==> src/rtl/rxw_pkg.sv <==
package rxw_pkg;

   typedef enum logic [1:0] {
      ST_IDLE  = 2'd0,
      ST_START = 2'd1,
      ST_DATA  = 2'd2,
      ST_STOP  = 2'd3
   } rx_state_t;

   typedef struct packed {
      logic nine;
      logic par_en;
      logic par_odd;
   } rx_fmt_t;

   localparam int unsigned CHAR_W = 9;

   function automatic logic [3:0] char_bits(input rx_fmt_t f);
      return f.nine ? 4'd9 : 4'd8;
   endfunction

   function automatic logic [3:0] frame_bits(input rx_fmt_t f);
      return f.nine ? 4'd11 : 4'd10;
   endfunction

endpackage

==> src/rtl/rxw_sampler.sv <==
module rxw_sampler #(
   parameter int unsigned SYNC_STAGES   = 2,
   parameter bit          MAJORITY_VOTE = 1'b1
) (
   input  logic clk,
   input  logic rst_n,
   input  logic tick,
   input  logic rxd,
   output logic line,
   output logic vote
);

   logic [2:0] hist_q;

   generate
      if (SYNC_STAGES == 1) begin : g_sync1
         logic s_q;
         always_ff @(posedge clk or negedge rst_n) begin
            if (!rst_n) s_q <= 1'b1;
            else        s_q <= rxd;
         end
         assign line = s_q;
      end else begin : g_syncn
         logic [SYNC_STAGES-1:0] s_q;
         always_ff @(posedge clk or negedge rst_n) begin
            if (!rst_n) s_q <= '1;
            else        s_q <= {s_q[SYNC_STAGES-2:0], rxd};
         end
         assign line = s_q[SYNC_STAGES-1];
      end
   endgenerate

   always_ff @(posedge clk or negedge rst_n) begin
      if (!rst_n)    hist_q <= 3'b111;
      else if (tick) hist_q <= {hist_q[1:0], line};
   end

   generate
      if (MAJORITY_VOTE) begin : g_vote3
         assign vote = (hist_q[0] & hist_q[1]) | (hist_q[1] & hist_q[2]) |
                       (hist_q[0] & hist_q[2]);
      end else begin : g_vote1
         logic unused_hist;
         assign unused_hist = ^hist_q[2:1];
         assign vote = hist_q[0];
      end
   endgenerate

endmodule

==> src/rtl/rxw_framer.sv <==
module rxw_framer
   import rxw_pkg::*;
#(
   parameter int unsigned OVERSAMPLE = 16
) (
   input  logic                clk,
   input  logic                rst_n,
   input  logic                tick,
   input  logic                line,
   input  logic                vote,
   input  rx_fmt_t             fmt,
   output logic                done,
   output logic [CHAR_W-1:0]   char_o,
   output logic                msb_o,
   output logic                perr_o,
   output logic                in_idle,
   output logic                in_start
);

   localparam int unsigned PH_W    = $clog2(OVERSAMPLE);
   localparam int unsigned DEC_PH  = OVERSAMPLE / 2 + 2;
   localparam int unsigned LAST_PH = OVERSAMPLE - 1;

   rx_state_t            st_q;
   logic [PH_W-1:0]      ph_q;
   logic [3:0]           bit_q;
   logic [CHAR_W-1:0]    sh_q;
   logic                 done_q;
   logic                 at_dec, at_last;

   assign at_dec  = (ph_q == PH_W'(DEC_PH));
   assign at_last = (ph_q == PH_W'(LAST_PH));

   always_ff @(posedge clk or negedge rst_n) begin
      if (!rst_n) begin
         st_q   <= ST_IDLE;
         ph_q   <= '0;
         bit_q  <= '0;
         sh_q   <= '0;
         done_q <= 1'b0;
      end else begin
         done_q <= 1'b0;
         if (tick) begin
            ph_q <= ph_q + 1'b1;
            case (st_q)
               ST_IDLE: begin
                  ph_q <= PH_W'(1);
                  if (!line) begin
                     st_q <= ST_START;
                     sh_q <= '0;
                  end
               end
               ST_START: begin
                  if (at_dec && vote) begin
                     st_q <= ST_IDLE;
                  end else if (at_last) begin
                     st_q  <= ST_DATA;
                     ph_q  <= '0;
                     bit_q <= '0;
                  end
               end
               ST_DATA: begin
                  if (at_dec) sh_q[bit_q] <= vote;
                  if (at_last) begin
                     ph_q <= '0;
                     if (bit_q == char_bits(fmt) - 4'd1) st_q <= ST_STOP;
                     else                                bit_q <= bit_q + 4'd1;
                  end
               end
               default: begin
                  if (at_dec) begin
                     st_q   <= ST_IDLE;
                     done_q <= 1'b1;
                  end
               end
            endcase
         end
      end
   end

   assign done     = done_q;
   assign char_o   = sh_q;
   assign msb_o    = fmt.nine ? sh_q[8] : sh_q[7];
   assign perr_o   = fmt.par_en & ((^sh_q) != fmt.par_odd);
   assign in_idle  = (st_q == ST_IDLE);
   assign in_start = (st_q == ST_START);

endmodule

==> src/rtl/rxw_idle_det.sv <==
module rxw_idle_det #(
   parameter int unsigned OVERSAMPLE = 16
) (
   input  logic clk,
   input  logic rst_n,
   input  logic tick,
   input  logic line,
   input  logic nine,
   input  logic after_stop,
   input  logic in_idle,
   input  logic in_start,
   input  logic char_done,
   output logic idle_evt
);

   localparam int unsigned CW = $clog2(11 * OVERSAMPLE + 1);
   localparam logic [CW-1:0] THR_SHORT = CW'(10 * OVERSAMPLE);
   localparam logic [CW-1:0] THR_LONG  = CW'(11 * OVERSAMPLE);

   logic [CW-1:0] cnt_q;
   logic [CW-1:0] thr;
   logic          armed_q, evt_q, cnt_en;

   assign thr    = nine ? THR_LONG : THR_SHORT;
   assign cnt_en = after_stop ? in_idle : !in_start;

   always_ff @(posedge clk or negedge rst_n) begin
      if (!rst_n) begin
         cnt_q   <= '0;
         armed_q <= 1'b0;
         evt_q   <= 1'b0;
      end else begin
         evt_q <= 1'b0;
         if (tick) begin
            if (!cnt_en || !line) begin
               cnt_q <= '0;
            end else if (cnt_q < thr) begin
               cnt_q <= cnt_q + 1'b1;
               if (cnt_q == thr - 1'b1 && armed_q) begin
                  evt_q   <= 1'b1;
                  armed_q <= 1'b0;
               end
            end
         end
         if (char_done) armed_q <= 1'b1;
      end
   end

   assign idle_evt = evt_q;

endmodule

==> src/rtl/rxw_receiver.sv <==
module rxw_receiver
   import rxw_pkg::*;
#(
   parameter int unsigned OVERSAMPLE    = 16,
   parameter int unsigned SYNC_STAGES   = 2,
   parameter bit          MAJORITY_VOTE = 1'b1
) (
   input  logic        clk,
   input  logic        rst_n,
   input  logic        tick16,
   input  logic        rxd,
   input  logic        cfg_nine,
   input  logic        cfg_par_en,
   input  logic        cfg_par_odd,
   input  logic        cfg_wake_addr,
   input  logic        cfg_idle_after_stop,
   input  logic        sleep_set,
   input  logic        flag_clr,
   input  logic        irq_full_en,
   input  logic        irq_idle_en,
   output logic [8:0]  rx_data,
   output logic        rx_full,
   output logic        rx_idle,
   output logic        rx_perr,
   output logic        asleep,
   output logic        irq_full,
   output logic        irq_idle
);

   initial begin
      assert (OVERSAMPLE >= 8 && OVERSAMPLE <= 64)
         else $fatal(1, "OVERSAMPLE must lie in 8..64");
      assert (SYNC_STAGES >= 1)
         else $fatal(1, "SYNC_STAGES must be at least 1");
   end

   rx_fmt_t             fmt;
   logic                line, vote;
   logic                done, msb, perr_c, in_idle, in_start, idle_evt;
   logic [CHAR_W-1:0]   chr;
   logic                deliver, wake_idle;
   logic                asleep_q, full_q, idle_q, perr_q;
   logic [CHAR_W-1:0]   data_q;

   assign fmt = '{nine: cfg_nine, par_en: cfg_par_en, par_odd: cfg_par_odd};

   rxw_sampler #(
      .SYNC_STAGES   (SYNC_STAGES),
      .MAJORITY_VOTE (MAJORITY_VOTE)
   ) u_sampler (
      .clk   (clk),
      .rst_n (rst_n),
      .tick  (tick16),
      .rxd   (rxd),
      .line  (line),
      .vote  (vote)
   );

   rxw_framer #(
      .OVERSAMPLE (OVERSAMPLE)
   ) u_framer (
      .clk      (clk),
      .rst_n    (rst_n),
      .tick     (tick16),
      .line     (line),
      .vote     (vote),
      .fmt      (fmt),
      .done     (done),
      .char_o   (chr),
      .msb_o    (msb),
      .perr_o   (perr_c),
      .in_idle  (in_idle),
      .in_start (in_start)
   );

   rxw_idle_det #(
      .OVERSAMPLE (OVERSAMPLE)
   ) u_idle (
      .clk        (clk),
      .rst_n      (rst_n),
      .tick       (tick16),
      .line       (line),
      .nine       (cfg_nine),
      .after_stop (cfg_idle_after_stop),
      .in_idle    (in_idle),
      .in_start   (in_start),
      .char_done  (done),
      .idle_evt   (idle_evt)
   );

   assign deliver   = done & (!asleep_q | (cfg_wake_addr & msb));
   assign wake_idle = idle_evt & asleep_q & !cfg_wake_addr;

   always_ff @(posedge clk or negedge rst_n) begin
      if (!rst_n) begin
         asleep_q <= 1'b0;
         full_q   <= 1'b0;
         idle_q   <= 1'b0;
         perr_q   <= 1'b0;
         data_q   <= '0;
      end else begin
         if (deliver || wake_idle) asleep_q <= 1'b0;
         if (sleep_set)            asleep_q <= 1'b1;
         if (flag_clr) begin
            full_q <= 1'b0;
            idle_q <= 1'b0;
            perr_q <= 1'b0;
         end
         if (deliver) begin
            full_q <= 1'b1;
            data_q <= chr;
            perr_q <= perr_c;
         end
         if (idle_evt && !asleep_q) idle_q <= 1'b1;
      end
   end

   assign rx_data  = data_q;
   assign rx_full  = full_q;
   assign rx_idle  = idle_q;
   assign rx_perr  = perr_q;
   assign asleep   = asleep_q;
   assign irq_full = full_q & irq_full_en;
   assign irq_idle = idle_q & irq_idle_en;

endmodule

==> config.mk <==
export PLATFORM = sky130hd
export DESIGN_NAME = rxw_receiver
export DESIGN_NICKNAME = d
export VERILOG_FILES = /design/src/rtl/rxw_pkg.sv /design/src/rtl/rxw_sampler.sv /design/src/rtl/rxw_framer.sv /design/src/rtl/rxw_idle_det.sv /design/src/rtl/rxw_receiver.sv
export SDC_FILE = /design/constraint.sdc
export NUM_CORES = 1
export LEC_CHECK = 0
export BUFFER_PORTS_ARGS = -buffer_cell sky130_fd_sc_hd__buf_2
export CAP_MARGIN = 20
export CORE_MARGIN = 3
export CORE_UTILIZATION = 50
export DETAILED_ROUTE_END_ITERATION = 8
export PLACE_DENSITY = 0.73
export SLEW_MARGIN = 0
export SYNTH_ARGS = -nofsm -noshare
export SYNTH_HDL_FRONTEND = slang
export SYNTH_SLANG_ARGS = --single-unit
==> constraint.sdc <==
create_clock -name clk -period 2.45 [get_ports clk]
set_clock_uncertainty 0.2 [all_clocks]
set_input_delay 0.1225 -clock clk [delete_from_list [all_inputs] [get_ports clk]]
set_output_delay 0.1225 -clock clk [all_outputs]
set_load 0.005 [all_outputs]
==> impl_metrics.json <==
{
  "status": "completed",
  "fin_setup_tns_ps": 0,
  "cts.sinks": 48,
  "p_leak_nw": 1.47,
  "grt_antenna_before_repair": 0,
  "wl_microns": 4630,
  "synth_top_area_frac": 0.418,
  "r2r_end": "rx_perr",
  "reg2reg_from": "u_framer.char_o[3]",
  "required_ps": 2430,
  "grt_pass1_wl_microns": 8210,
  "synth_area_leaders": "dfrtp_1, mux2_2, ha_1",
  "ant_nets": 0,
  "cts_root_buf": "clkbuf_8",
  "viasPerCell": 5.20,
  "hold_viol": 0,
  "power.density_nw_per_um2": 813,
  "wire_per_inst_microns": 13.1,
  "rsz0062_at_grt": "false",
  "r2r_slack_ps": 250,
  "gp_congestion": 0.814,
  "hold_end": "u_framer.ph_q[0]",
  "startpoint_type": "flip-flop",
  "diodes": 0,
  "cts_tree": "yes",
  "drv_slew": 0,
  "rows": 25,
  "clockBufferDepth": 2,
  "syn-cell-area_sq_um": 2570,
  "yosys.area.top_type": "dfrtp_1",
  "synth-warning-count": 0,
  "nNetsFinal": 310,
  "clock_insertion_delay_worst_skew_ps": 290,
  "final_area_sq_um": 2950,
  "drt_iter0_drc": 130,
  "ys_ff_latch": 48,
  "coreArea_sq_um": 4850,
  "fin_util": 0.609,
  "cp_num_buf_inv": 1,
  "io_pins": 28,
  "vdd_ir_drop_max_v": 0.000723,
  "worstHoldPathType": "in2reg",
  "synth_edf_count": 0,
  "grt_usage": 0.168,
  "vias": 1835,
  "syn_nets": 272,
  "cpMaxStageDelayCell": "dlygate4sd3_1",
  "fin_crit_sh": 0.899,
  "path_clk_slew_ps": 80,
  "reg2reg_depth": 6,
  "synth_cell_types": 51,
  "ys_top_cells_by_count": "dfrtp_1, nand2_1, o21ai_0, mux2_2, inv_1",
  "dp_hpwl_microns": 3420,
  "area_growth_pct": 14.6,
  "drive_gt1_frac": 0.227,
  "htree_num_levels": 2,
  "min_period_ps": 2200,
  "cp_top_family": "XOR/XNOR gates",
  "drcViolationCount": 0,
  "port_buffers": 27,
  "synth_ff_type": "dfrtp_1",
  "slowest_delay_ps": 560,
  "async_flop_share": 1.00,
  "start_util": 0.531,
  "max_freq_ghz": 0.454,
  "syn_area_per_cell_sq_um": 10.4,
  "tightest_slew_ps": 430,
  "critical_path.endpoint_type": "flip-flop",
  "hp-start": "tick16",
  "setup_viol_count_final": 0,
  "post_cts.repair.setup_buffers": 0,
  "worstPathArrival_ps": 2180,
  "ys_seq_area_frac": 0.469,
  "critical_path_class": "reg2reg",
  "grt_pass1_vias": 1807,
  "dr.pass1.iters": 4,
  "cts_buffers": 5,
  "overflow": 0,
  "die_y_microns": 77.7,
  "slew_headroom": 0.712,
  "die_area_sq_um": 6040,
  "cap_violations": 0,
  "crit_chain": "xor2_1 -> xnor3_1 -> xnor2_1 -> nand3_1 -> o21ai_0 -> dlygate4sd3_1",
  "critPathMaxFanout": 4,
  "min_path_cells": 3,
  "grt_start_max_net_pins": 23,
  "yosysMostFrequentCell": "dfrtp_1",
  "die_x_microns": 77.7,
  "placed_area_sq_um": 2790,
  "syn_inst": 247
}
==> routing by layer <==
layer	global-route usage	share of wire	wire length, microns
met1	0.222	0.48	2220
met2	0.273	0.48	2210
met3	0.0371	0.032	147
met4	0.0534	0.011	52
met5	0	0	0
==> per-stage QoR <==
stage	std cells	setup slack [ps]	power (mW)	hold slack (ps)
6_report	353	248	2.40	45.8
5_1_grt	353	40.1	2.60	66.2
4_1_cts	353	235	2.43	48.3
3_5_place_dp	338	261	1.93	-137
3_3_place_gp	338	351	1.91	-144
2_1_floorplan	247	517	1.73	-373
==> kinds of logic after synthesis <==
family                   share of synthesized area
AND/OR/NAND/NOR                              0.152
AO/OA/AOI/OAI                                0.124
flip-flops                                   0.469
multiplexers                                 0.105
buffers and inverters                       0.0345
XOR/XNOR                                    0.0530
adder cells (fa/ha/maj)                     0.0622
==> worst max path at each step <==
stage | from | depth (start not counted) | slack [ps] | endpoint
final | u_framer.char_o[3] | 6 | 250 | rx_perr
after global routing | u_framer.st_q[0] | 7 | 40 | u_framer.bit_q[0]
after CTS | u_framer.char_o[3] | 6 | 230 | rx_perr
after detailed placement | u_framer.st_q[0] | 8 | 260 | u_framer.char_o[7]
after global placement | u_framer.st_q[0] | 7 | 350 | u_framer.bit_q[0]
after floorplan | u_framer.st_q[0] | 7 | 520 | u_framer.bit_q[2]
==> cell usage in the layout, fill, tap and decap left out, drive strengths merged, types with 2 or more instances in the layout <==
master       count
inv             14
mux2            15
buf             31
o21ai           25
nand3            6
mux2i           10
clkbuf           7
nand4            4
xnor2            7
a21boi           2
nor2            11
and2             7
nor2b            4
and3             4
dfrtp           43
nor3             3
and2b            2
xor2             6
nand2           29
o21bai           3
dfstp            5
ha              12
a21oi            5
a21o             2
dlygate4sd3      7
==> flip-flops by register name, summed over array words and instances (netlist names), 2 cells and up <==
register / count
u_framer.bit_q: 4
u_sampler.hist_q: 3
u_framer.st_q: 2
u_framer.ph_q: 4
rx_data: 9
u_idle.cnt_q: 8
u_framer.char_o: 9
u_sampler.g_syncn.s_q: 2
==> layout make-up <==
type | count | area (sq um)
tap | 67 | 83.8
sequential | 48 | 1210
timing repair buffer | 38 | 235
fill | 407 | 1900
multi-input combinational | 178 | 1280
clock buffer | 7 | 86.3
clock inverter | 1 | 7.51
inverter | 14 | 52.6
==> worst register-to-register path, delay by kind of cell, from the launching register on <==
kind	cells	cell delay (ps)
and+or+nand+nor	1	70
buffers and inverters	1	560
DFF	1	420
xor gates and xnor gates	3	760
AOI/OAI and AO/OA	1	70
==> repair_timing <==
| action | CTS | global route |
|---|---|---|
| resized for setup | 0 | 0 |
| hold endpoints to repair | 48 | 0 |
| hold buffers | 7 | 0 |
==> where the power goes <==
group	leakage, nW	internal, mW	switching [mW]	total [mW]
registers	0.631	0.920	0.162	1.08
clock network	0.0445	0.229	0.252	0.481
logic	0.794	0.382	0.455	0.837
(Power assumes the default switching activity.)
